[src/rtl/spi_fe_pkg.sv]
package spi_fe_pkg;

    localparam int unsigned DIV_W = 13;

    typedef enum logic [1:0] {
        ST_IDLE  = 2'd0,
        ST_SHIFT = 2'd1,
        ST_HOLD  = 2'd2,
        ST_GAP   = 2'd3
    } seq_state_e;

    typedef struct packed {
        logic lead;
        logic trail;
    } edge_evt_t;

    // Half serial period in system cycles for a divider code.
    function automatic logic [DIV_W-1:0] half_period(input logic [2:0] code, input logic fast);
        logic [DIV_W-1:0] v;
        if (fast) begin
            v = DIV_W'(1);
        end else begin
            case (code)
                3'd0:    v = DIV_W'(2);
                3'd1:    v = DIV_W'(4);
                3'd2:    v = DIV_W'(8);
                3'd3:    v = DIV_W'(64);
                3'd4:    v = DIV_W'(128);
                3'd5:    v = DIV_W'(1024);
                3'd6:    v = DIV_W'(2048);
                default: v = DIV_W'(4096);
            endcase
        end
        return v;
    endfunction

endpackage

[src/rtl/spi_fe_rate.sv]
module spi_fe_rate
    import spi_fe_pkg::*;
(
    input  logic       clk,
    input  logic       clr,
    input  logic       run,
    input  logic [2:0] div_code,
    input  logic       fast_mode,
    output logic       tick
);

    logic [DIV_W-1:0] cnt_q;
    logic [DIV_W-1:0] limit;

    assign limit = half_period(div_code, fast_mode) - DIV_W'(1);
    assign tick  = run && (cnt_q == limit);

    always_ff @(posedge clk) begin
        if (clr || !run || tick) begin
            cnt_q <= '0;
        end else begin
            cnt_q <= cnt_q + DIV_W'(1);
        end
    end

endmodule

[src/rtl/spi_fe_seq.sv]
module spi_fe_seq
    import spi_fe_pkg::*;
#(
    parameter int unsigned MAX_BYTES = 9,
    localparam int unsigned CNT_W  = $clog2(MAX_BYTES + 1),
    localparam int unsigned EDGE_W = $clog2(16 * MAX_BYTES + 1)
) (
    input  logic             clk,
    input  logic             clr,
    input  logic             start,
    input  logic             tick,
    input  logic             cpol,
    input  logic [CNT_W-1:0] nbytes,
    output logic             busy,
    output logic             cs_act,
    output logic             sclk,
    output logic             load,
    output edge_evt_t        evt
);

    seq_state_e        state_q;
    logic              sclk_q;
    logic              gap_q;
    logic [EDGE_W-1:0] edge_q;
    logic [EDGE_W-1:0] last_q;
    logic [CNT_W-1:0]  nb_eff;
    logic [EDGE_W-1:0] total_edges;

    always_comb begin
        if (nbytes == '0) begin
            nb_eff = CNT_W'(1);
        end else if (nbytes > CNT_W'(MAX_BYTES)) begin
            nb_eff = CNT_W'(MAX_BYTES);
        end else begin
            nb_eff = nbytes;
        end
    end

    assign total_edges = EDGE_W'(nb_eff) << 4;

    assign busy      = (state_q != ST_IDLE);
    assign cs_act    = (state_q == ST_SHIFT) || (state_q == ST_HOLD);
    assign sclk      = sclk_q;
    assign load      = (state_q == ST_IDLE) && start;
    assign evt.lead  = (state_q == ST_SHIFT) && tick && (sclk_q == cpol);
    assign evt.trail = (state_q == ST_SHIFT) && tick && (sclk_q != cpol);

    always_ff @(posedge clk) begin
        if (clr) begin
            state_q <= ST_IDLE;
            sclk_q  <= cpol;
            gap_q   <= 1'b0;
            edge_q  <= '0;
            last_q  <= '0;
        end else begin
            case (state_q)
                ST_IDLE: begin
                    sclk_q <= cpol;
                    if (start) begin
                        state_q <= ST_SHIFT;
                        edge_q  <= '0;
                        last_q  <= total_edges - EDGE_W'(1);
                    end
                end
                ST_SHIFT: begin
                    if (tick) begin
                        sclk_q <= ~sclk_q;
                        edge_q <= edge_q + EDGE_W'(1);
                        if (edge_q == last_q) begin
                            state_q <= ST_HOLD;
                        end
                    end
                end
                ST_HOLD: begin
                    if (tick) begin
                        state_q <= ST_GAP;
                        gap_q   <= 1'b0;
                    end
                end
                default: begin
                    if (tick) begin
                        if (gap_q) begin
                            state_q <= ST_IDLE;
                        end else begin
                            gap_q <= 1'b1;
                        end
                    end
                end
            endcase
        end
    end

endmodule

[src/rtl/spi_fe_shift.sv]
module spi_fe_shift #(
    parameter int unsigned W = 72
) (
    input  logic         clk,
    input  logic         clr,
    input  logic         load,
    input  logic [W-1:0] tx_frame,
    input  logic         out_evt,
    input  logic         samp_evt,
    input  logic         cpha,
    input  logic         miso,
    output logic         mosi,
    output logic [W-1:0] rx
);

    logic [W-1:0] tx_q;
    logic [W-1:0] rx_q;
    logic         mosi_q;

    assign mosi = mosi_q;
    assign rx   = rx_q;

    always_ff @(posedge clk) begin
        if (clr) begin
            tx_q   <= '0;
            rx_q   <= '0;
            mosi_q <= 1'b0;
        end else if (load) begin
            tx_q   <= tx_frame;
            rx_q   <= '0;
            mosi_q <= tx_frame[W-1];
        end else begin
            if (out_evt) begin
                mosi_q <= cpha ? tx_q[W-1] : tx_q[W-2];
                tx_q   <= {tx_q[W-2:0], 1'b0};
            end
            if (samp_evt) begin
                rx_q <= {rx_q[W-2:0], miso};
            end
        end
    end

endmodule

[src/rtl/spi_frame_engine.sv]
module spi_frame_engine
    import spi_fe_pkg::*;
#(
    parameter int unsigned MAX_BYTES = 9,
    localparam int unsigned FRAME_W = MAX_BYTES * 8,
    localparam int unsigned CNT_W   = $clog2(MAX_BYTES + 1)
) (
    input  logic               clk,
    input  logic               rst,
    input  logic               enable,
    input  logic               start,
    input  logic [FRAME_W-1:0] tx_frame,
    input  logic [CNT_W-1:0]   nbytes,
    input  logic [2:0]         div_code,
    input  logic               fast_mode,
    input  logic               cpol,
    input  logic               cpha,
    input  logic               cs_allow,
    input  logic               miso,
    output logic               sclk,
    output logic               mosi,
    output logic               cs_n,
    output logic               busy,
    output logic [FRAME_W-1:0] rx_data
);

    logic      clr;
    logic      tick;
    logic      cs_act;
    logic      load;
    logic      out_evt;
    logic      samp_evt;
    edge_evt_t evt;

    assign clr = rst || !enable;

    spi_fe_rate u_rate (
        .clk       (clk),
        .clr       (clr),
        .run       (busy),
        .div_code  (div_code),
        .fast_mode (fast_mode),
        .tick      (tick)
    );

    spi_fe_seq #(.MAX_BYTES(MAX_BYTES)) u_seq (
        .clk    (clk),
        .clr    (clr),
        .start  (start),
        .tick   (tick),
        .cpol   (cpol),
        .nbytes (nbytes),
        .busy   (busy),
        .cs_act (cs_act),
        .sclk   (sclk),
        .load   (load),
        .evt    (evt)
    );

    // Phase picks which edge drives and which edge samples.
    assign out_evt  = cpha ? evt.lead  : evt.trail;
    assign samp_evt = cpha ? evt.trail : evt.lead;

    spi_fe_shift #(.W(FRAME_W)) u_shift (
        .clk      (clk),
        .clr      (clr),
        .load     (load),
        .tx_frame (tx_frame),
        .out_evt  (out_evt),
        .samp_evt (samp_evt),
        .cpha     (cpha),
        .miso     (miso),
        .mosi     (mosi),
        .rx       (rx_data)
    );

    assign cs_n = ~(cs_act & cs_allow);

endmodule

[config.mk]
export PLATFORM = sky130hd
export DESIGN_NAME = spi_frame_engine
export DESIGN_NICKNAME = d
export VERILOG_FILES = /design/src/rtl/spi_fe_pkg.sv /design/src/rtl/spi_fe_rate.sv /design/src/rtl/spi_fe_seq.sv /design/src/rtl/spi_fe_shift.sv /design/src/rtl/spi_frame_engine.sv
export SDC_FILE = /design/constraint.sdc
export NUM_CORES = 1
export LEC_CHECK = 0
export BUFFER_PORTS_ARGS = -buffer_cell sky130_fd_sc_hd__buf_2
export CAP_MARGIN = 10
export CORE_ASPECT_RATIO = 0.75
export CORE_UTILIZATION = 50
export CTS_CLUSTER_DIAMETER = 40
export DETAILED_ROUTE_END_ITERATION = 10
export PLACE_DENSITY = 0.74
export SLEW_MARGIN = 20
export SYNTH_ARGS = -nofsm -noshare
export SYNTH_HDL_FRONTEND = slang
export SYNTH_HIERARCHICAL = 1
export SYNTH_SLANG_ARGS = --single-unit
[constraint.sdc]
create_clock -name clk -period 5.5 [get_ports clk]
set_clock_uncertainty 0.15 [all_clocks]
set_input_delay 0.55 -clock clk [delete_from_list [all_inputs] [get_ports clk]]
set_output_delay 0.55 -clock clk [all_outputs]
set_load 0.02 [all_outputs]
==> impl_results.md, run 1 <==
* R2R setup slack at 1780 ps
* Post-Syn Area at 7940 um2
* Critical path, cell by cell: inv_1 > ha_1 > inv_1 > nor2b_1 > o2111ai_2 > nor4_4 > buf_4 > nand2_1 > nor2b_1 > mux2_4 > buf_4 > mux2i_1 > nor2_1
* Die Wd at 148 um
* Crit-path max FO at 49
* Layout Nets at 1010
* Worst slew pin tran at 923 ps
* Fin cells at 1133
* Synth-to-layout area growth at 17.0%
* Hold_ws at 215 ps
* Syn_nets at 878
* Yosys cell types at 62
* RR Startpoint: u_seq/state_q[1]
* Hold depth at 3
* FMAX at 269 MHz
* Clk sinks at 175
* Pin count of the biggest net entering global routing at 91
* PnR Total Power at 3.17 mW
* WL met1 at 8230 um
* Leak at 3.36 nW
* Initial DRC Count at 358
* Antenna cells at 0
* Warnings from Yosys at 6
* Initial antenna violation count at 1
* Final Cycle Share at 67.6%
* Critical path launch point type: flip-flop
* Async set-reset flop share out of synthesis at 0%
* Crit-path slowest cell: mux2_4
* Final instance area at 9290 um2
* Post-synth EDFFs at 1
* Drt total wl at 16200 um
* Critical path type: flip-flop to flip-flop
* First-pass GRT wire length at 26600 um
* Syn Area/Cell at 10.1 um2
* I/O Pins at 164
* FF-to-FF End: u_shift/rx[12]
* Share of cells above drive strength 1 at 24.7%
* Hold Crit Class: primary input to flip-flop
* Worst Hold Launch: miso
* Post-CTS Resized at 0
* Post-route ant nets at 0
* Slew headroom at 38.5%
* Floorplan row count at 39
* Gr ovfl total at 0
* Commonest non-fill, non-tap cells in the layout: dfxtp_1 (174), buf_2 (163), mux2i_1 (144)
* GRT Util Overall at 20.1%
* Post-Place Cell Area at 8720 um2
* 1st-pass router iterations at 5
* Post-Syn Instances at 783
* Routed via count at 5910
* Register area share after synthesis at 44.3%
* Final WS setup at 1780 ps
* Dpl ws at 1690 ps
* Pwr dens at 342 nW/um2
* Synthesis-stage register bit count at 175
* GPL Wtd Cong at 0.805
* Setup TNS at 0 ps
* MaxCap Viol Count at 0
* Worst-path clk slew at 70 ps
* Starting density of the core at 51.6%
* Wire length on met3 at 928 um
* Hold Violations, Final at 0
* Worst r2r path cells at 13
* Minimum clock period at 3720 ps
* Slew Limit Fails at 0
* Detailed-route vias per instance at 5.22
* Post-CTS Setup Inserts at 0
* Worst IR Drop VDD at 182 uV
* Status: completed
* TritonCTS clock tree: built
* RSZ-0062 raised after global routing: no
* Die H at 111 um
* H-tree Lvls at 4
* Commonest register cell after synthesis: dfxtp_1
* Worst EP arrival at 3860 ps
* Port Buffers at 163
* Num CTS Buffers at 17
* Required @ worst endpoint at 5640 ps
* Worst Hold Path EP: u_shift/rx[0]
* Top sig layer: met4
* Placed cells at 1101
* Clk_lat worst skew at 420 ps
* Core box area at 15400 um2
* Final setup vio count at 0
* Post-route DRC at 0
* Total die area at 16400 um2
* Critical path's largest stage delay at 710 ps
* Final Util at 60.4%
* Crit. End Element: flip-flop
* Cts hold-fix bufs at 0
* Vias in the first global route at 5368
* Commonest non-fill, non-tap cell in the layout: dfxtp_1
* Post-DR wirelength/cell at 14.3 um
* Hpwl dp at 10500 um
* Clock root buffer: clkbuf_16
* Clk buf depth at 2
* Met2 WL post-DR at 6920 um
[per-layer routing]
metal / vias to the layer above / GRT usage [%]
li1: 3035 / -
met4: 0 / 5.57
met3: 10 / 6.34
met1: 2718 / 28.4
met2: 147 / 29.0
met5: - / 0
[critical path: cells and delay by family, from the launching register on]
| kind | cells | cell delay [ps] |
|---|---|---|
| flip-flops | 1 | 390 |
| adder cells (fa/ha/maj) | 1 | 300 |
| AND/OR/NAND/NOR | 5 | 700 |
| buffers and inverters | 4 | 940 |
| AO/OA/AOI/OAI | 1 | 140 |
| multiplexers | 2 | 950 |
[worst max path at each step]
stage	start	end	slack, ps	cells past startpoint
floorplan	u_seq/state_q[0]	u_shift/rx[10]	2390	16
global route	u_seq/state_q[0]	u_shift/rx[38]	1470	13
detailed placement	fast_mode	u_shift/rx[37]	1690	12
finish	u_seq/state_q[1]	u_shift/rx[12]	1780	13
CTS	u_seq/state_q[1]	u_shift/rx[37]	1780	13
global placement	fast_mode	u_shift/rx[48]	1760	12
[Yosys cell counts, drive strengths merged, types with 5 or more instances]
library cell / instances / area (um2)
a21oi: 9 / 45.0
nand4: 12 / 75.1
clkbuf: 12 / 45.0
mux2i: 144 / 1440
o21ai: 7 / 35.0
xor2: 17 / 149
and3: 5 / 31.3
inv: 7 / 26.3
buf: 45 / 329
nor2b: 75 / 469
a211oi: 73 / 548
nor3: 16 / 125
nand3: 9 / 45.0
dfxtp: 174 / 3480
xnor2: 8 / 70.1
nor2: 95 / 357
ha: 7 / 87.6
nand2b: 6 / 37.5
nand2: 15 / 56.3
[power breakdown]
group | internal, mW | total (mW) | switching (mW)
registers | 1.35 | 1.39 | 0.0459
clock network | 0.605 | 1.16 | 0.558
logic | 0.244 | 0.617 | 0.373
total | 2.20 | 3.17 | 0.976
[area by class of cell]
class | instances | area, um2
Sequential cell | 175 | 3510
Multi-Input combinational cell | 544 | 4040
Fill cell | 1349 | 6080
Tap cell | 205 | 256
Clock inverter | 15 | 143
Clock buffer | 17 | 425
Inverter | 7 | 27.5
Timing Repair Buffer | 170 | 881
[cell families (layout without fill, tap and decap cells)]
family | Yosys count | after routing | synth area share (%)
simple gates | 255 | 255 | 17.7
flops | 175 | 175 | 44.3
mux | 147 | 147 | 18.6
compound gates | 110 | 110 | 10.5
buf+inv | 64 | 209 | 5.04
xor+xnor | 25 | 25 | 2.76
fa+ha+maj | 7 | 7 | 1.10
[flip-flops by register name, indices dropped and copies added (netlist names)]
signal         cells
u_shift/rx        72
u_seq/last_q       5
u_seq/state_q      2
u_shift/tx_q      72
u_seq/edge_q       8
u_seq/gap_q        1
u_shift/mosi       1
u_seq/sclk         1
u_rate/cnt_q      13
Note: power is estimated with default switching activity, not from simulation.
==> run 2: changes to the inputs <==
PLACE_DENSITY = 0.77   (was 0.74)
clock period = 3.4 ns   (was 5.5 ns; I/O delays follow)
==> impl_results.md, run 2 (synthesis results as in run 1) <==
* Core box area at 15400 um2
* Required @ worst endpoint at 3510 ps
* CP endpoint: u_shift/tx_q[61]
* Post-route DRC at 0
* Commonest non-fill, non-tap cell in the layout: dfxtp_1
* Initial antenna violation count at 0
* Final Cycle Share at 90.6%
* Crit. End Element: flip-flop
* Worst IR Drop VDD at 317 uV
* H-tree Lvls at 4
* Starting density of the core at 51.6%
* Critical path launch point type: flip-flop
* Post-route ant nets at 0
* Critical Path Start: u_seq/state_q[0]
* R2R setup slack at 320 ps
* Slew Limit Fails at 0
* RR Startpoint: u_seq/state_q[0]
* Pin count of the biggest net entering global routing at 73
* Pwr dens at 549 nW/um2
* GR peak layer: met2
* Worst EP arrival at 3190 ps
* Layout Nets at 1015
* Final instance area at 9410 um2
* Clk sinks at 175
* Worst slew pin tran at 732 ps
* Final setup vio count at 0
* Hold Violations, Final at 0
* Status: completed
* First-pass GRT wire length at 27900 um
* # fillers at 1278
* Clk buf depth at 2
* Detailed-route vias per instance at 5.30
* RSZ-0062 raised after global routing: no
* Antenna cells at 0
* Num CTS Buffers at 17
* Post-Place Cell Area at 8830 um2
* Clock root buffer: clkbuf_16
* 1st-pass router iterations at 5
* GRT Util Overall at 20.9%
* Cts hold-fix bufs at 0
* FF-to-FF End: u_shift/tx_q[61]
* Die Wd at 148 um
* Hold Crit Class: primary input to flip-flop
* I/O Pins at 164
* Share of cells above drive strength 1 at 25.1%
* Critical path type: flip-flop to flip-flop
* Crit-path max FO at 26
* Met1 Usage GRT at 29.9%
* Clk_lat worst skew at 420 ps
* Hold_ws at 37.2 ps
* FMAX at 325 MHz
* M3 GR Usage at 4.61%
* Fin cells at 1138
* Synth-to-layout area growth at 18.5%
* Slew headroom at 51.2%
* Routed via count at 6028
* Port Buffers at 163
* Placed cells at 1106
* Total die area at 16400 um2
* Floorplan row count at 39
* Gr ovfl total at 0
* Post-CTS Setup Inserts at 0
* Vias in the first global route at 5616
* Met2 Usage GRT at 30.8%
* Hpwl dp at 11200 um
* Drt total wl at 16600 um
* TritonCTS clock tree: built
* Post-CTS Resized at 0
* Initial DRC Count at 325
* Die H at 111 um
* Minimum clock period at 3080 ps
* Leak at 3.41 nW
* Commonest non-fill, non-tap cells in the layout: dfxtp_1 (174), buf_2 (163), mux2i_1 (144)
* Worst r2r path cells at 12
* Setup TNS at 0 ps
* Post-DR wirelength/cell at 14.6 um
* Worst-path clk slew at 70 ps
* GPL Wtd Cong at 0.803
* MaxCap Viol Count at 0
==> run 2: area by class of cell <==
class	instances	area, um2	share of cell area (%)
clock buffers	17	425	4.52
well taps	205	256	2.73
clock inverters	15	149	1.58
inverters	7	28.8	0.306
flip-flops and latches	175	3510	37.4
multi-input cells	544	4040	43.0
repair buffers	175	993	10.6
==> run 2: worst min-delay path by stage <==
stage                       to             from  cells after the start  slack [ps]
2_1_floorplan  u_seq/last_q[7]  u_seq/last_q[7]                      2         290
3_3_place_gp   u_seq/last_q[7]  u_seq/last_q[7]                      2         310
3_5_place_dp   u_seq/last_q[4]  u_seq/last_q[4]                      2         310
4_1_cts          u_shift/rx[0]             miso                      3           7
5_1_grt          u_shift/rx[0]             miso                      3          20
6_report         u_shift/rx[0]             miso                      3          40
==> run 2: critical path, cell delays in order, from the launching register on <==
cell and delay [ps]:
dfxtp_1 390, inv_1 100, ha_1 320, inv_1 160
nor2b_1 160, o2111ai_2 140, nor4_4 190, nand2_1 110
nor2b_1 180, mux2_4 410, buf_12 270, mux2i_1 230
a211oi_1 100
==> run 2: routing by layer <==
metal / routed length, um / vias up
met5: 0 / -
met4: 250 / 0
met3: 874 / 19
met2: 7000 / 155
met1: 8470 / 2795
li1: - / 3059
==> run 2: report_power, final <==
| group | internal (mW) | total, mW | switching [mW] |
|---|---|---|---|
| Sequential | 2.18 | 2.26 | 0.0775 |
| Combinational | 0.399 | 1.01 | 0.613 |
| Clock | 1.03 | 1.90 | 0.861 |
==> run 2: stage by stage <==
stage / setup slack (ps) / total power, mW / utilization [%]
4_1_cts: 298 / 5.21 / 61.2
2_1_floorplan: 287 / 3.07 / -
6_report: 320 / 5.16 / 61.2
5_1_grt: 48.0 / 5.44 / 61.2
3_5_place_dp: 342 / 3.31 / 57.5
3_3_place_gp: 388 / 3.29 / 57.4
==> run 3: changes to the inputs <==
PLACE_DENSITY = 0.74   (was 0.77)
SKIP_CTS_REPAIR_TIMING = 1   (was not set)
clock period = 3.3 ns   (was 3.4 ns; I/O delays follow)
==> impl_results.md, run 3 (synthesis results as in run 1) <==
* Slew headroom at 51.5%
* Worst slew pin tran at 727 ps
* Pin count of the biggest net entering global routing at 73
* Num CTS Buffers at 17
* GPL Wtd Cong at 0.799
* Dpl ws at 345 ps
* FF-to-FF End: u_shift/tx_q[49]
* Hold_ws at 1.78 ps
* RSZ-0062 raised after global routing: no
* Share of cells above drive strength 1 at 25.5%
* Final WS setup at 383 ps
* Setup TNS at 0 ps
* Post-route DRC at 0
* Clk buf depth at 2
* TritonCTS clock tree: built
* Critical path launch point type: flip-flop
* Hold Violations, Final at 0
* Worst Hold Launch: tx_frame[0]
* Drt total wl at 16400 um
* Worst EP arrival at 3030 ps
* Critical path type: flip-flop to flip-flop
* Clk sinks at 175
* Slew Limit Fails at 0
* R2R setup slack at 380 ps
* Worst Hold Path EP: u_shift/tx_q[0]
* Initial DRC Count at 310
* Worst-path clk slew at 70 ps
* Starting density of the core at 51.6%
* Commonest non-fill, non-tap cell in the layout: dfxtp_1
* Synth-to-layout area growth at 19.4%
* H-tree Lvls at 4
* Floorplan row count at 39
* Routed via count at 5941
* Post-route ant nets at 0
* MaxCap Viol Count at 0
* Leak at 3.45 nW
* Initial antenna violation count at 1
* FMAX at 343 MHz
* Hpwl dp at 10800 um
* Clk_lat worst skew at 430 ps
* Hold depth at 3
* Total die area at 16400 um2
* Hold Crit Class: primary input to flip-flop
* Clock root buffer: clkbuf_16
* Layout Nets at 1022
* Pwr dens at 569 nW/um2
* Worst r2r path cells at 12
* Detailed-route vias per instance at 5.18
* Gr ovfl total at 0
* Commonest non-fill, non-tap cells in the layout: dfxtp_1 (174), buf_2 (163), mux2i_1 (144)
* 1st-pass router iterations at 5
* Post-DR wirelength/cell at 14.3 um
* I/O Pins at 164
* Port Buffers at 163
* Required @ worst endpoint at 3420 ps
* Die Wd at 148 um
* Crit-path max FO at 10
* Minimum clock period at 2920 ps
* # fillers at 1325
* GRT Util Overall at 20.8%
* Final setup vio count at 0
* Vias in the first global route at 5597
* Core box area at 15400 um2
* First-pass GRT wire length at 27600 um
* Final Cycle Share at 88.4%
* Status: completed
* Die H at 111 um
* Worst IR Drop VDD at 374 uV
* Crit. End Element: flip-flop
* RR Startpoint: u_seq/state_q[0]
## run 3: worst max-delay path: stages (launching register included)
cell	delay, ps
dfxtp_1	380
inv_1	90
ha_1	310
inv_1	150
nor2b_1	160
o2111ai_2	130
nor4_4	170
nand2_1	110
nor2b_1	180
mux2_4	280
buf_4	240
mux2i_1	280
a211oi_1	120
## run 3: layer usage
| layer | GRT usage [%] | share of wire (%) |
|---|---|---|
| met5 | 0 | 0 |
| met4 | 6.46 | 1.3 |
| met3 | 6.05 | 6.0 |
| met2 | 30.0 | 42 |
| met1 | 29.5 | 51 |
## run 3: report_power, final
group | switching [mW] | leakage, nW | internal [mW]
combinational | 0.628 | 1.74 | 0.411
clock | 0.876 | 0.284 | 1.15
sequential | 0.0786 | 1.42 | 2.24
total | 1.58 | 3.45 | 3.81
## run 3: through the flow
step	utilization [%]	total power [mW]	instance area (um2)	std cells
2_1_floorplan	-	3.16	7940	783
3_3_place_gp	57.3	3.39	8810	1105
3_5_place_dp	57.3	3.41	8810	1105
4_1_cts	61.2	5.44	9410	1137
5_1_grt	61.7	5.67	9480	1145
6_report	61.7	5.39	9480	1146
## run 3: worst max-delay path by stage
stage / startpoint / endpoint / slack, ps / depth (start not counted)
detailed placement: u_seq/state_q[0] / u_shift/tx_q[50] / 340 / 12
CTS: u_seq/state_q[0] / u_shift/tx_q[49] / 300 / 12
global placement: u_seq/state_q[0] / u_shift/tx_q[53] / 440 / 12
floorplan: u_seq/state_q[0] / u_shift/rx[10] / 190 / 16
global route: u_seq/state_q[0] / u_shift/tx_q[49] / 120 / 12
finish: u_seq/state_q[0] / u_shift/tx_q[49] / 380 / 12
## run 3: final cells by class
class	instances	area, um2	area share, %
well taps	205	256	2.71
diodes	1	2.50	0.0264
clock inverters	13	153	1.61
flip-flops and latches	175	3510	37.1
inverters	7	26.3	0.277
multi-input cells	544	4040	42.6
clock buffers	19	443	4.67
repair buffers	182	1050	11.0
